[config.mk]
export PLATFORM = sky130hd
export DESIGN_NAME = dram_grid
export DESIGN_NICKNAME = d
export VERILOG_FILES = /design/src/rtl/dgrid_pkg.sv /design/src/rtl/dgrid_array.sv /design/src/rtl/dgrid_refresh.sv /design/src/rtl/dgrid_ctrl.sv /design/src/rtl/dgrid_rowbuf.sv /design/src/rtl/dram_grid.sv
export SDC_FILE = /design/constraint.sdc
export NUM_CORES = 1
export LEC_CHECK = 0
export BUFFER_PORTS_ARGS = -buffer_cell sky130_fd_sc_hd__buf_2
export CORE_MARGIN = 4
export CORE_UTILIZATION = 27
export CTS_CLUSTER_DIAMETER = 120
export CTS_CLUSTER_SIZE = 30
export DETAILED_ROUTE_END_ITERATION = 8
export GPL_TIMING_DRIVEN = 0
export PLACE_DENSITY = 0.45
export SYNTH_ARGS = -nofsm -noshare
export SYNTH_HDL_FRONTEND = slang
export SYNTH_HIERARCHICAL = 1
export SYNTH_SLANG_ARGS = --single-unit
[constraint.sdc]
create_clock -name clk -period 3.87 [get_ports clk]
set_clock_uncertainty 0.05 [all_clocks]
set_input_delay 0.387 -clock clk [delete_from_list [all_inputs] [get_ports clk]]
set_output_delay 0.387 -clock clk [all_outputs]
set_load 0.05 [all_outputs]
[src/rtl/dgrid_pkg.sv]
package dgrid_pkg;

    typedef enum logic [2:0] {
        ST_IDLE,
        ST_OPEN,
        ST_XFER,
        ST_RFSH,
        ST_RESTORE
    } dg_state_e;

endpackage

[src/rtl/dgrid_array.sv]
module dgrid_array #(
    parameter int ROWS       = 4,
    parameter int ROW_W      = 32,
    parameter int RETAIN_CYC = 1024,
    parameter int RA_W       = 2
) (
    input  logic             clk,
    input  logic             rst_n,
    input  logic [RA_W-1:0]  rd_row_i,
    output logic [ROW_W-1:0] rd_data_o,
    input  logic             wr_en_i,
    input  logic [RA_W-1:0]  wr_row_i,
    input  logic [ROW_W-1:0] wr_data_i
);
    localparam int AGE_W = $clog2(RETAIN_CYC + 1);

    logic [ROW_W-1:0] line_q [ROWS];
    logic [AGE_W-1:0] age_q  [ROWS];

    // Each line ages every cycle; a store restarts it, expiry wipes it.
    for (genvar r = 0; r < ROWS; r++) begin : g_line
        always_ff @(posedge clk or negedge rst_n) begin
            if (!rst_n) begin
                line_q[r] <= '0;
                age_q[r]  <= '0;
            end else if (wr_en_i && (wr_row_i == RA_W'(r))) begin
                line_q[r] <= wr_data_i;
                age_q[r]  <= '0;
            end else if (age_q[r] == AGE_W'(RETAIN_CYC)) begin
                line_q[r] <= '0;
            end else begin
                age_q[r]  <= age_q[r] + 1'b1;
            end
        end
    end

    assign rd_data_o = line_q[rd_row_i];

endmodule

[src/rtl/dgrid_refresh.sv]
module dgrid_refresh #(
    parameter int ROWS     = 4,
    parameter int INTERVAL = 64,
    parameter int RA_W     = 2
) (
    input  logic            clk,
    input  logic            rst_n,
    input  logic            grant_i,
    output logic            pend_o,
    output logic [RA_W-1:0] row_o
);
    localparam int CNT_W = (INTERVAL > 1) ? $clog2(INTERVAL) : 1;

    logic [CNT_W-1:0] tick_q;
    logic             wrap;

    assign wrap = (tick_q == CNT_W'(INTERVAL - 1));

    always_ff @(posedge clk or negedge rst_n) begin
        if (!rst_n) begin
            tick_q <= '0;
        end else if (wrap) begin
            tick_q <= '0;
        end else begin
            tick_q <= tick_q + 1'b1;
        end
    end

    always_ff @(posedge clk or negedge rst_n) begin
        if (!rst_n) begin
            pend_o <= 1'b0;
        end else if (wrap) begin
            pend_o <= 1'b1;
        end else if (grant_i) begin
            pend_o <= 1'b0;
        end
    end

    // Round-robin pointer moves on each serviced request.
    always_ff @(posedge clk or negedge rst_n) begin
        if (!rst_n) begin
            row_o <= '0;
        end else if (grant_i) begin
            row_o <= (row_o == RA_W'(ROWS - 1)) ? '0 : row_o + 1'b1;
        end
    end

endmodule

[src/rtl/dgrid_ctrl.sv]
module dgrid_ctrl
    import dgrid_pkg::*;
(
    input  logic      clk,
    input  logic      rst_n,
    input  logic      row_stb_i,
    input  logic      col_stb_i,
    input  logic      ref_pend_i,
    input  logic      dirty_i,
    output dg_state_e st_o,
    output logic      busy_o,
    output logic      act_o,
    output logic      col_lat_o,
    output logic      close_wb_o,
    output logic      xfer_o,
    output logic      ref_wr_o,
    output logic      ref_grant_o,
    output logic      restore_o,
    output logic      err_o
);
    dg_state_e st_q, st_d;
    logic      was_open_q;
    logic      err_set;

    // State register.
    always_ff @(posedge clk or negedge rst_n) begin
        if (!rst_n) begin
            st_q       <= ST_IDLE;
            was_open_q <= 1'b0;
        end else begin
            st_q <= st_d;
            if ((st_q != ST_RFSH) && (st_d == ST_RFSH)) begin
                was_open_q <= (st_q == ST_OPEN);
            end
        end
    end

    // Next state and control strobes.
    always_comb begin
        st_d        = st_q;
        act_o       = 1'b0;
        col_lat_o   = 1'b0;
        close_wb_o  = 1'b0;
        xfer_o      = 1'b0;
        ref_wr_o    = 1'b0;
        ref_grant_o = 1'b0;
        restore_o   = 1'b0;
        err_set     = 1'b0;
        unique case (st_q)
            ST_IDLE: begin
                if (ref_pend_i) begin
                    st_d = ST_RFSH;
                end else if (row_stb_i) begin
                    act_o = 1'b1;
                    st_d  = ST_OPEN;
                end else if (col_stb_i) begin
                    err_set = 1'b1;
                end
            end
            ST_OPEN: begin
                if (ref_pend_i) begin
                    close_wb_o = dirty_i;
                    st_d       = ST_RFSH;
                end else if (row_stb_i) begin
                    close_wb_o = dirty_i;
                    act_o      = 1'b1;
                end else if (col_stb_i) begin
                    col_lat_o = 1'b1;
                    st_d      = ST_XFER;
                end
            end
            ST_XFER: begin
                xfer_o = 1'b1;
                st_d   = ST_OPEN;
            end
            ST_RFSH: begin
                ref_wr_o    = 1'b1;
                ref_grant_o = 1'b1;
                st_d        = was_open_q ? ST_RESTORE : ST_IDLE;
            end
            ST_RESTORE: begin
                restore_o = 1'b1;
                st_d      = ST_OPEN;
            end
            default: st_d = ST_IDLE;
        endcase
    end

    // Registered outputs.
    always_ff @(posedge clk or negedge rst_n) begin
        if (!rst_n) begin
            err_o <= 1'b0;
        end else begin
            err_o <= err_set;
        end
    end

    assign st_o   = st_q;
    assign busy_o = ref_pend_i || (st_q == ST_XFER) || (st_q == ST_RFSH)
                    || (st_q == ST_RESTORE);

endmodule

[src/rtl/dgrid_rowbuf.sv]
module dgrid_rowbuf #(
    parameter int COLS   = 4,
    parameter int CELL_W = 8,
    parameter int RA_W   = 2,
    parameter int CA_W   = 2,
    parameter int PIN_W  = 2
) (
    input  logic                   clk,
    input  logic                   rst_n,
    input  logic [PIN_W-1:0]       addr_i,
    input  logic                   act_i,
    input  logic                   restore_i,
    input  logic                   close_wb_i,
    input  logic                   col_lat_i,
    input  logic                   xfer_i,
    input  logic                   we_i,
    input  logic [CELL_W-1:0]      wdata_i,
    input  logic [COLS*CELL_W-1:0] load_i,
    output logic [COLS*CELL_W-1:0] line_o,
    output logic [RA_W-1:0]        row_o,
    output logic                   dirty_o,
    output logic [CELL_W-1:0]      rdata_o,
    output logic                   rvalid_o
);
    logic [CELL_W-1:0] cell_q [COLS];
    logic [CA_W-1:0]   col_q;
    logic              we_q;
    logic [CELL_W-1:0] wd_q;
    logic              fwd;
    logic              load_en;

    // Reopening the same modified row keeps the buffer instead of the array.
    assign fwd     = (addr_i[RA_W-1:0] == row_o) && dirty_o;
    assign load_en = (act_i && !fwd) || restore_i;

    for (genvar c = 0; c < COLS; c++) begin : g_cell
        always_ff @(posedge clk or negedge rst_n) begin
            if (!rst_n) begin
                cell_q[c] <= '0;
            end else if (load_en) begin
                cell_q[c] <= load_i[c*CELL_W +: CELL_W];
            end else if (xfer_i && we_q && (col_q == CA_W'(c))) begin
                cell_q[c] <= wd_q;
            end
        end
        assign line_o[c*CELL_W +: CELL_W] = cell_q[c];
    end

    always_ff @(posedge clk or negedge rst_n) begin
        if (!rst_n) begin
            row_o <= '0;
        end else if (act_i) begin
            row_o <= addr_i[RA_W-1:0];
        end
    end

    always_ff @(posedge clk or negedge rst_n) begin
        if (!rst_n) begin
            dirty_o <= 1'b0;
        end else if (act_i || close_wb_i || restore_i) begin
            dirty_o <= 1'b0;
        end else if (xfer_i && we_q) begin
            dirty_o <= 1'b1;
        end
    end

    always_ff @(posedge clk or negedge rst_n) begin
        if (!rst_n) begin
            col_q <= '0;
            we_q  <= 1'b0;
            wd_q  <= '0;
        end else if (col_lat_i) begin
            col_q <= addr_i[CA_W-1:0];
            we_q  <= we_i;
            wd_q  <= wdata_i;
        end
    end

    always_ff @(posedge clk or negedge rst_n) begin
        if (!rst_n) begin
            rdata_o  <= '0;
            rvalid_o <= 1'b0;
        end else begin
            rvalid_o <= xfer_i && !we_q;
            if (xfer_i && !we_q) begin
                rdata_o <= cell_q[col_q];
            end
        end
    end

endmodule

[src/rtl/dram_grid.sv]
module dram_grid
    import dgrid_pkg::*;
#(
    parameter int ROWS         = 4,
    parameter int COLS         = 4,
    parameter int CELL_W       = 8,
    parameter int REF_INTERVAL = 64,
    parameter int RETAIN_CYC   = 1024
) (
    input  logic              clk,
    input  logic              rst_n,
    input  logic [1:0]        addr_i,
    input  logic              row_stb_i,
    input  logic              col_stb_i,
    input  logic              we_i,
    input  logic [CELL_W-1:0] wdata_i,
    output logic [CELL_W-1:0] rdata_o,
    output logic              rvalid_o,
    output logic              busy_o,
    output logic              err_o
);
    localparam int RA_W  = $clog2(ROWS);
    localparam int CA_W  = $clog2(COLS);
    localparam int ROW_W = COLS * CELL_W;

    dg_state_e        st;
    logic             dirty;
    logic             act, col_lat, close_wb, xfer, ref_wr, ref_grant, restore;
    logic             ref_pend;
    logic [RA_W-1:0]  ref_row, open_row, rd_row, wr_row;
    logic [ROW_W-1:0] rd_line, buf_line, wr_line;
    logic             wr_en;

    dgrid_ctrl u_ctrl (
        .clk         (clk),
        .rst_n       (rst_n),
        .row_stb_i   (row_stb_i),
        .col_stb_i   (col_stb_i),
        .ref_pend_i  (ref_pend),
        .dirty_i     (dirty),
        .st_o        (st),
        .busy_o      (busy_o),
        .act_o       (act),
        .col_lat_o   (col_lat),
        .close_wb_o  (close_wb),
        .xfer_o      (xfer),
        .ref_wr_o    (ref_wr),
        .ref_grant_o (ref_grant),
        .restore_o   (restore),
        .err_o       (err_o)
    );

    dgrid_refresh #(
        .ROWS     (ROWS),
        .INTERVAL (REF_INTERVAL),
        .RA_W     (RA_W)
    ) u_refresh (
        .clk     (clk),
        .rst_n   (rst_n),
        .grant_i (ref_grant),
        .pend_o  (ref_pend),
        .row_o   (ref_row)
    );

    dgrid_rowbuf #(
        .COLS   (COLS),
        .CELL_W (CELL_W),
        .RA_W   (RA_W),
        .CA_W   (CA_W),
        .PIN_W  (2)
    ) u_rowbuf (
        .clk        (clk),
        .rst_n      (rst_n),
        .addr_i     (addr_i),
        .act_i      (act),
        .restore_i  (restore),
        .close_wb_i (close_wb),
        .col_lat_i  (col_lat),
        .xfer_i     (xfer),
        .we_i       (we_i),
        .wdata_i    (wdata_i),
        .load_i     (rd_line),
        .line_o     (buf_line),
        .row_o      (open_row),
        .dirty_o    (dirty),
        .rdata_o    (rdata_o),
        .rvalid_o   (rvalid_o)
    );

    // Array port steering: refresh and restore own the read port in their states.
    always_comb begin
        unique case (st)
            ST_RFSH:    rd_row = ref_row;
            ST_RESTORE: rd_row = open_row;
            default:    rd_row = addr_i[RA_W-1:0];
        endcase
    end

    assign wr_en   = close_wb || ref_wr;
    assign wr_row  = ref_wr ? ref_row : open_row;
    assign wr_line = ref_wr ? rd_line : buf_line;

    dgrid_array #(
        .ROWS       (ROWS),
        .ROW_W      (ROW_W),
        .RETAIN_CYC (RETAIN_CYC),
        .RA_W       (RA_W)
    ) u_array (
        .clk       (clk),
        .rst_n     (rst_n),
        .rd_row_i  (rd_row),
        .rd_data_o (rd_line),
        .wr_en_i   (wr_en),
        .wr_row_i  (wr_row),
        .wr_data_i (wr_line)
    );

endmodule

==> results of run 1 <==
-- worst reg2reg max path, delay by kind of cell, from the launching register on --
kind,cells,cell delay [ns]
multiplexers,1,0.38
flip-flops,1,0.64
AND/OR/NAND/NOR,3,1.22
AO/OA/AOI/OAI,1,0.09
buffers and inverters,4,1.12
-- power by group --
| group | leakage [nW] | total, W | internal, W | switching, W |
|---|---|---|---|---|
| sequential | 3.23 | 0.00324 | 0.00283 | 0.000411 |
| combinational | 2.36 | 0.00122 | 0.000520 | 0.000701 |
| clock | 0.195 | 0.00160 | 0.000715 | 0.000889 |
-- placed cells by master, fill, tap and decap left out, drive strengths merged, types with 14 or more instances in the layout --
cell / instances
buf: 66
xor2: 14
o31ai: 16
mux4: 40
o2bb2ai: 32
a21oi: 24
inv: 17
clkbuf: 46
dfrtp: 241
o21ai: 112
nor2: 15
or4: 23
nand3: 21
mux2: 122
nand2: 261
-- stage by stage --
step            util  area [um^2]  setup TNS (ns)
6_report       0.302        13700               0
5_1_grt        0.302        13700               0
4_1_cts        0.302        13700               0
3_5_place_dp   0.293        13300               0
3_3_place_gp   0.291        13200         -595.26
2_1_floorplan      -        12300               0
-- cells in the mapped netlist (2+ instances only) --
library cell and count:
nand2_1 260, dfrtp_1 241, o21ai_0 104, mux2_2 78, mux2_4 44, mux4_2 40, clkbuf_1 32, o2bb2ai_1 32
a21oi_1 24, nand3_1 21, inv_1 16, o31ai_1 16, or4_1 16, buf_6 15, nor2_1 14, xor2_1 14
buf_2 11, ha_1 10, mux2i_1 9, o21ai_1 8, buf_1 7, or3_1 7, nor4_1 6, nand4_1 5
nor3_1 5, nor3b_1 5, a211oi_1 4, nor3_4 4, or4_4 4, buf_12 3, buf_4 3, nand3b_1 3
or4_2 3, and3_1 2, and3_4 2, nand4b_2 2, o221a_2 2
-- what timing repair did --
item / 4_1_cts / 5_1_grt
endpoints found under the setup margin: 0 / 15
hold buffers: 1 / 0
buffers inserted: 0 / 0
resized for setup: 0 / 5
endpoints found under the hold margin: 42 / 0
-- routing by layer --
layer	GRT usage	vias up	routed length [um]
met5	0	-	0
met4	0.0294	0	632
met3	0.0172	39	1510
met2	0.229	178	16600
met1	0.206	4457	16600
li1	-	3985	-
-- flip-flops by register name (all words and copies together), names as in the netlist, 2 cells and up --
| signal | count |
|---|---|
| u_refresh/row_o | 2 |
| u_rowbuf/wd_q | 8 |
| u_ctrl/st_o | 3 |
| u_rowbuf/col_q | 2 |
| u_array/age_q | 44 |
| u_rowbuf/rdata_o | 8 |
| u_rowbuf/line_o | 32 |
| u_rowbuf/row_o | 2 |
| u_refresh/tick_q | 6 |
| u_array/line_q | 128 |
-- cell families after synthesis --
kind of cell	after synthesis	synth area share
flops	241	0.489
xor+xnor	14	0.00995
compound gates	197	0.0983
buf+inv	88	0.0419
fa+ha+maj	10	0.0102
mux	171	0.205
simple gates	373	0.145
-- final cells by class --
type | count | area share
repair buffers | 28 | 0.0146
multi-input cells | 765 | 0.423
inverters | 17 | 0.00466
plain buffers | 71 | 0.0333
clock inverters | 3 | 0.00457
well taps | 600 | 0.0549
flip-flops and latches | 241 | 0.441
clock buffers | 14 | 0.0248
-- worst max-delay path by stage --
stage / to / start
2_1_floorplan: u_array/age_q[33]$_DFFE_PN0P_ / u_ctrl/st_o[2]$_DFF_PN0_
3_3_place_gp: u_array/line_q[17]$_DFFE_PN0P_ / rst_n
3_5_place_dp: u_array/line_q[17]$_DFFE_PN0P_ / u_ctrl/st_o[0]$_DFF_PN0_
4_1_cts: u_array/line_q[26]$_DFFE_PN0P_ / u_ctrl/st_o[2]$_DFF_PN0_
5_1_grt: u_array/line_q[17]$_DFFE_PN0P_ / u_ctrl/st_o[0]$_DFF_PN0_
6_report: u_array/line_q[125]$_DFFE_PN0P_ / u_ctrl/st_o[0]$_DFF_PN0_
==> summary.txt, run 1 <==
Outcome
  – Run status: complete, no violations

Critical path
  – CP arrival: 3.92 ns
  – Worst path slowest cell: nor3b_1
  – Required time worst endpoint: 4.24 ns
  – Stages on the worst setup path: 9
  – Worst R2R Path Depth: 9
  – Crit Path Category: reg -> reg
  – Crit Path Max Fanout: 15
  – Reg-to-Reg End: u_array/line_q[125]$_DFFE_PN0P_
  – Setup crit end kind: flip-flop
  – Crit path max-delay family: simple AND/OR/NAND/NOR gates
  – Worst flop-to-flop path startpoint: u_ctrl/st_o[0]$_DFF_PN0_
  – Worst path cell trace: and3_1, buf_4, buf_6, mux2_2, clkbuf_1, nor3b_1, clkbuf_1, nand2_1, o21ai_0
  – CP max stage delay: 0.74 ns
  – Critical path buffers and inverters: 4
  – Worst path most repeated cell: clkbuf_1
  – Startpoint types: flip-flop
  – R2r setup slk: 0.32 ns

Final layout
  – Share of cells above drive strength 1: 0.235
  – Multi-input gate area in the final layout: 0.00578 mm^2
  – Register area: 0.00603 mm^2
  – Area growth from synthesis to layout: 11.0%
  – Non-Filler Instances: 1739
  – # diodes: 0
  – Final-layout fill cell count: 4685
  – Nets: 1161

Detailed routing
  – Vias: 8659
  – DRT iter0 DRCs: 695
  – Drt wl/cell: 20.3 um
  – Vias per cell: 4.98
  – Pre-Repair DR Iteration Count: 5
  – Final wirelength: 35.4 mm
  – ANT nets after route: 0
  – Drt drc: 0

Clock network
  – Clk sinks: 241
  – H-tree Lvls: 1
  – Clk buf depth: 3
  – CTS tree: yes
  – Worst skew pair latency: 0.51 ns
  – Root Driver: clkbuf_16
  – TritonCTS Buffers: 12
  – CTS clock-pin slew for the worst setup and hold paths: 0.12 ns

Yosys
  – Top cells by area, synth: dfrtp_1 49%, nand2_1 7.9%, mux4_2 7.3%
  – EDFF count, synth: 0
  – Post-synthesis async set-or-reset flop share: 1.00
  – #FFs+latches synth: 241
  – Cell accounting for the most synthesized area: dfrtp_1
  – Ys flop type: dfrtp_1
  – Synth Cell Area: 0.0123 mm^2
  – Distinct cell type count after synthesis: 59
  – Register area share after synthesis: 0.489
  – Mapped Nets: 1119
  – Share of the synthesized area in the top cell type: 0.489
  – Ys Warns: 6
  – Syn Area/Cell: 11.3 um^2
  – Cells after Synth: 1094

Timing
  – Fin crit period: 3.55 ns
  – Worst hold slack: 0.0474 ns
  – Slew @ Worst Pin: 0.975 ns
  – Final setup violation count: 0
  – Max Clk Rate: 282 MHz
  – Max Slew Vio Count: 0
  – Max transition margin: 0.344
  – RSZ-0062 raised after global routing: no
  – Final worst slack: 0.321 ns
  – Final Hold Viols: 0
  – Fin crit share: 0.917

Pwr
  – Pwr dens: 443 mW/mm^2
  – Tot Pwr: 0.00606 W
  – Leakage Power: 5.79 nW
  – Peak supply drop: 234 uV

Placement
  – IO Port Bufs: 25
  – Detail Placement HPWL: 23.8 mm
  – Post-Place Worst Slack: 0.119 ns
  – Placed Instances: 1721
  – Final RePlAce weighted congestion: 0.766

Hold path
  – Hold path cells: 2
  – Hold WC Path Type: in -> reg
  – HP Start: wdata_i[1]
  – WHS Endpoint: u_rowbuf/wd_q[1]$_DFFE_PN0P_

GRT
  – Initial antenna violation count: 0
  – Vias in the first global route: 8681
  – Pin count of the biggest net entering global routing: 110
  – Aggregate global-route resource usage: 0.142
  – GRT overflow: 0
  – Wire length of the first global-routing pass: 55.2 mm

Die
  – Row cnt: 78
  – Top Ports: 26
  – Die height: 222 um
  – Core Box Area: 0.0453 mm^2
  – Starting Density: 0.272
  – Die area: 0.0491 mm^2
  – Die width: 222 um

Flow run
  – Maxcap violations: 0
No activity file was read; power rests on OpenSTA's default activity.
==> run 2, diff against run 1 <==
--- a/config.mk
+++ b/config.mk
@@ -12,6 +12,7 @@
 export CTS_CLUSTER_SIZE = 30
 export DETAILED_ROUTE_END_ITERATION = 8
 export GPL_TIMING_DRIVEN = 0
+export HOLD_SLACK_MARGIN = 0.12
 export PLACE_DENSITY = 0.45
 export SYNTH_ARGS = -nofsm -noshare
 export SYNTH_HDL_FRONTEND = slang
==> summary.txt, run 2 (synthesis results as in run 1) <==
GRT
  – Wire length of the first global-routing pass: 55.3 mm
  – Aggregate global-route resource usage: 0.142
  – Initial antenna violation count: 0
  – Pin count of the biggest net entering global routing: 110
  – GRT overflow: 0
  – Vias in the first global route: 8722

Outcome
  – Run status: complete, no violations

Critical path
  – Crit Path Max Fanout: 15
  – Worst flop-to-flop path startpoint: u_ctrl/st_o[0]$_DFF_PN0_
  – Worst path cell trace: and3_1, buf_4, buf_6, mux2_2, clkbuf_1, nor3b_1, clkbuf_1, nand2_1, o21ai_0
  – CP max stage delay: 0.74 ns
  – Startpoint types: flip-flop
  – Worst path slowest cell: nor3b_1
  – Reg-to-Reg End: u_array/line_q[125]$_DFFE_PN0P_
  – Crit Path Category: reg -> reg
  – CP arrival: 3.95 ns
  – Setup crit end kind: flip-flop
  – R2r setup slk: 0.29 ns
  – Required time worst endpoint: 4.24 ns
  – Critical path buffers and inverters: 4
  – Crit path max-delay family: simple AND/OR/NAND/NOR gates
  – Worst path most repeated cell: clkbuf_1
  – Worst R2R Path Depth: 9

Final layout
  – # diodes: 0
  – Most common cell after layout, fill and taps aside: nand2_1
  – Nets: 1171
  – Most frequent cells in the layout: 260 x nand2_1, 241 x dfrtp_1, 104 x o21ai_0, 78 x mux2_2, 44 x mux2_4
  – Area growth from synthesis to layout: 11.9%
  – Share of cells above drive strength 1: 0.233
  – Largest register by flop count: u_array/line_q
  – Max reg flops: 128

Clock network
  – Setup bufs post-CTS: 0
  – TritonCTS Buffers: 12
  – Clk buf depth: 3
  – Root Driver: clkbuf_16
  – Worst skew pair latency: 0.51 ns
  – CTS tree: yes
  – H-tree Lvls: 1
  – Clk sinks: 241
  – CTS clock-pin slew for the worst setup and hold paths: 0.12 ns

Timing
  – Slew @ Worst Pin: 0.975 ns
  – Max Slew Vio Count: 0
  – Final Hold Viols: 0
  – Worst hold slack: 0.145 ns
  – Fin crit period: 3.58 ns
  – Max Clk Rate: 279 MHz
  – Final setup violation count: 0
  – Setup tns final: 0 ns
  – Max transition margin: 0.344
  – Fin crit share: 0.925
  – RSZ-0062 raised after global routing: no

Die
  – Starting Density: 0.272
  – Row cnt: 78
  – Die height: 222 um
  – Die area: 0.0491 mm^2
  – Die width: 222 um
  – Top Ports: 26
  – Core Box Area: 0.0453 mm^2

Detailed routing
  – Drt wl/cell: 20.2 um
  – Pre-Repair DR Iteration Count: 5
  – ANT nets after route: 0
  – Final wirelength: 35.4 mm
  – Vias: 8689
  – Vias per cell: 4.97
  – Drt drc: 0
  – DRT iter0 DRCs: 692

Hold path
  – Hold WC Path Type: in -> reg
  – WHS Endpoint: u_rowbuf/col_q[1]$_DFFE_PN0P_
  – Hold path cells: 2
  – HP Start: addr_i[1]

Pwr
  – Leakage Power: 5.83 nW
  – Pwr dens: 440 mW/mm^2
  – Peak supply drop: 233 uV

Placement
  – Final RePlAce weighted congestion: 0.766
  – IO Port Bufs: 25
  – Detail Placement HPWL: 23.8 mm

Flow run
  – Maxcap violations: 0
[run 2: report_power, final]
group          switching (W)  internal (W)
registers           0.000411       0.00283
logic               0.000702      0.000526
clock network       0.000886      0.000715
total                0.00200       0.00407
[run 2: what timing repair did]
item / CTS / global route
setup endpoints to repair: 0 / 15
hold buffers: 11 / 0
gates resized for setup: 0 / 5
endpoints found under the hold margin: 52 / 0
[run 2: worst register-to-register path, cell delays in order, from the launching register on]
cell and delay (ns):
dfrtp_1 0.64, and3_1 0.36, buf_4 0.15, buf_6 0.17
mux2_2 0.38, clkbuf_1 0.17, nor3b_1 0.74, clkbuf_1 0.65
nand2_1 0.11, o21ai_0 0.09
[run 2: cell type report]
class	instances	area, um^2
Sequential cell	241	6030
Tap cell	600	751
Inverter	17	63.8
Buffer	71	455
Multi-Input combinational cell	765	5780
Clock buffer	14	339
Fill cell	4674	31500
Timing Repair Buffer	38	300
Clock inverter	3	62.6
[run 2: stage by stage]
| stage | total power (W) | instances | setup slack (ns) | util | instance area (um^2) |
|---|---|---|---|---|---|
| final | 0.00607 | 1749 | 0.289 | 0.304 | 13800 |
| after detailed placement | 0.00452 | 1721 | 0.119 | 0.293 | 13300 |
| after global routing | 0.00645 | 1749 | 0.120 | 0.304 | 13800 |
| after CTS | 0.00616 | 1749 | 0.0934 | 0.304 | 13800 |
| after global placement | 0.00448 | 1719 | -2.49 | 0.291 | 13200 |
| after floorplan | 0.00408 | 1094 | 1.18 | - | 12300 |
[run 2: how the worst max path moves through the flow]
stage / start / endpoint / slack, ns / depth (start not counted)
final: u_ctrl/st_o[0]$_DFF_PN0_ / u_array/line_q[125]$_DFFE_PN0P_ / 0.29 / 9
after global routing: u_ctrl/st_o[0]$_DFF_PN0_ / u_array/line_q[17]$_DFFE_PN0P_ / 0.12 / 10
after CTS: u_ctrl/st_o[2]$_DFF_PN0_ / u_array/line_q[26]$_DFFE_PN0P_ / 0.09 / 11
after detailed placement: u_ctrl/st_o[0]$_DFF_PN0_ / u_array/line_q[17]$_DFFE_PN0P_ / 0.12 / 10
after global placement: rst_n / u_array/line_q[17]$_DFFE_PN0P_ / -2.49 / 1
after floorplan: u_ctrl/st_o[2]$_DFF_PN0_ / u_array/age_q[33]$_DFFE_PN0P_ / 1.18 / 12
[run 2: metal layers]
layer / up-vias / global-route usage / part of all wire
met3: 35 / 0.0168 / 0.045
met5: - / 0 / 0
met4: 0 / 0.0294 / 0.016
met1: 4466 / 0.206 / 0.47
li1: 4008 / - / -
met2: 180 / 0.229 / 0.47
==> run 3, diff against run 2 <==
--- a/config.mk
+++ b/config.mk
@@ -6,14 +6,14 @@
 export NUM_CORES = 1
 export LEC_CHECK = 0
 export BUFFER_PORTS_ARGS = -buffer_cell sky130_fd_sc_hd__buf_2
-export CORE_MARGIN = 4
+export CORE_MARGIN = 1
 export CORE_UTILIZATION = 27
 export CTS_CLUSTER_DIAMETER = 120
 export CTS_CLUSTER_SIZE = 30
 export DETAILED_ROUTE_END_ITERATION = 8
 export GPL_TIMING_DRIVEN = 0
 export HOLD_SLACK_MARGIN = 0.12
-export PLACE_DENSITY = 0.45
+export SLEW_MARGIN = 5
 export SYNTH_ARGS = -nofsm -noshare
 export SYNTH_HDL_FRONTEND = slang
 export SYNTH_HIERARCHICAL = 1
==> summary.txt, run 3 (synthesis results as in run 1) <==
Final layout
  – Most frequent cells in the layout: 260 x nand2_1, 241 x dfrtp_1, 104 x o21ai_0, 78 x mux2_2, 44 x mux2_4
  – Final-layout fill cell count: 4479
  – Most common cell after layout, fill and taps aside: nand2_1
  – Final Core Density: 0.307
  – Largest register by flop count: u_array/line_q
  – Max reg flops: 128
  – Non-Filler Instances: 1738
  – # diodes: 0
  – Nets: 1170
  – Share of cells above drive strength 1: 0.230
  – Area growth from synthesis to layout: 11.3%

Die
  – Starting Density: 0.276
  – Row cnt: 77
  – Core Box Area: 0.0446 mm^2
  – Die height: 216 um
  – Die area: 0.0465 mm^2
  – Die width: 216 um
  – Top Ports: 26

Detailed routing
  – Vias: 8622
  – DRT iter0 DRCs: 743
  – Final wirelength: 30.9 mm
  – Drt wl/cell: 17.8 um
  – Pre-Repair DR Iteration Count: 5
  – Vias per cell: 4.96
  – ANT nets after route: 0
  – Drt drc: 0

Timing
  – Max transition margin: 0.332
  – Final setup violation count: 0
  – Fin crit share: 0.899
  – Fin crit period: 3.48 ns
  – Slew @ Worst Pin: 0.992 ns
  – Final Hold Viols: 0
  – RSZ-0062 raised after global routing: no
  – Worst hold slack: 0.142 ns
  – Max Slew Vio Count: 0
  – Final worst slack: 0.389 ns
  – Max Clk Rate: 287 MHz

GRT
  – Initial antenna violation count: 0
  – Aggregate global-route resource usage: 0.135
  – GRT overflow: 0
  – Vias in the first global route: 8776
  – Pin count of the biggest net entering global routing: 100
  – Wire length of the first global-routing pass: 50.5 mm

Clock network
  – Setup bufs post-CTS: 0
  – TritonCTS Buffers: 12
  – CTS clock-pin slew for the worst setup and hold paths: 0.12 ns
  – CTS tree: yes
  – H-tree Lvls: 1
  – Root Driver: clkbuf_16
  – Clk sinks: 241
  – Worst skew pair latency: 0.50 ns
  – Clk buf depth: 3

Critical path
  – CP max stage delay: 0.72 ns
  – Critical path buffers and inverters: 4
  – Crit Path Max Fanout: 15
  – Crit path max-delay family: simple AND/OR/NAND/NOR gates
  – Startpoint types: flip-flop
  – Crit Path Category: reg -> reg
  – Setup crit end kind: flip-flop
  – Worst path most repeated cell: clkbuf_1
  – Worst path cell trace: and3_1, buf_4, buf_6, mux2_2, clkbuf_1, nand3b_1, clkbuf_1, nand2_1, o21ai_0
  – Worst path slowest cell: nand3b_1
  – CP arrival: 3.81 ns
  – Required time worst endpoint: 4.20 ns

Hold path
  – Hold WC Path Type: in -> reg

Outcome
  – Run status: complete, no violations

Placement
  – Final RePlAce weighted congestion: 0.844
  – IO Port Bufs: 25
  – Placed Instances: 1713
  – Detail Placement HPWL: 21.6 mm
  – Post-Place Worst Slack: 0.232 ns

Pwr
  – Pwr dens: 430 mW/mm^2
  – Leakage Power: 5.80 nW
  – Peak supply drop: 314 uV

Flow run
  – Maxcap violations: 0
==> run 3: cell count changes in the layout (fill, tap and decap cells not counted), sizes merged <==
cell and change:
buf -1, bufinv -1, clkbuf +1, clkinv -1, dlygate4sd3 -1
==> run 3: layout make-up <==
| type | instances | area (um^2) | area share |
|---|---|---|---|
| inverter | 17 | 63.8 | 0.00465 |
| multi-input combinational | 765 | 5780 | 0.421 |
| clock inverter | 1 | 30.0 | 0.00219 |
| timing repair buffer | 37 | 290 | 0.0212 |
| buffer | 71 | 455 | 0.0332 |
| clock buffer | 14 | 329 | 0.0240 |
| sequential | 241 | 6030 | 0.440 |
| tap | 592 | 741 | 0.0540 |
==> run 3: through the flow <==
step	instance area, um^2	total power, W	setup TNS (ns)
finish	13700	0.00590	0
CTS	13700	0.00596	0
floorplan	12300	0.00408	0
detailed placement	13300	0.00449	0
global route	13700	0.00625	0
global placement	13200	0.00443	-495.39
==> run 3: what timing repair did <==
item                                    4_1_cts  5_1_grt
endpoints found under the hold margin        59        0
endpoints found under the setup margin        0       11
hold buffers                                 10        0
gates resized for setup                       0        3
==> run 3: where the power goes <==
| group | internal (W) | switching, W | total, W |
|---|---|---|---|
| clock network | 0.000627 | 0.000823 | 0.00145 |
| logic | 0.000527 | 0.000690 | 0.00122 |
| registers | 0.00283 | 0.000403 | 0.00323 |
| total | 0.00398 | 0.00192 | 0.00590 |
==> run 3: path summary, 6_finish.rpt <==
kind | start | to | slack, ns | cells after the start
setup reg to reg | u_ctrl/st_o[0]$_DFF_PN0_ | u_array/line_q[78]$_DFFE_PN0P_ | 0.39 | 9
hold reg to reg | u_refresh/tick_q[5]$_DFF_PN0_ | u_refresh/tick_q[5]$_DFF_PN0_ | 0.46 | 1
max in group asynchronous | rst_n | u_array/line_q[25]$_DFFE_PN0P_ | 2.58 | 3
setup / recovery | u_ctrl/st_o[0]$_DFF_PN0_ | u_array/line_q[78]$_DFFE_PN0P_ | 0.39 | 9
min in group asynchronous | rst_n | u_refresh/tick_q[5]$_DFF_PN0_ | 0.33 | 2
hold / removal | col_stb_i | u_ctrl/err_o$_DFF_PN0_ | 0.14 | 3
==> run 3: worst reg2reg max path: stages (launching register included) <==
cell and delay, ns:
dfrtp_1 0.65, and3_1 0.38, buf_4 0.16, buf_6 0.17
mux2_2 0.35, clkbuf_1 0.18, nand3b_1 0.72, clkbuf_1 0.47
nand2_1 0.16, o21ai_0 0.08
==> run 3: per-layer routing <==
metal | global-route usage | vias up | share of wire
li1 | - | 3989 | -
met3 | 0.0190 | 32 | 0.051
met5 | 0 | - | 0
met4 | 0.0277 | 0 | 0.014
met1 | 0.185 | 4393 | 0.45
met2 | 0.227 | 208 | 0.48
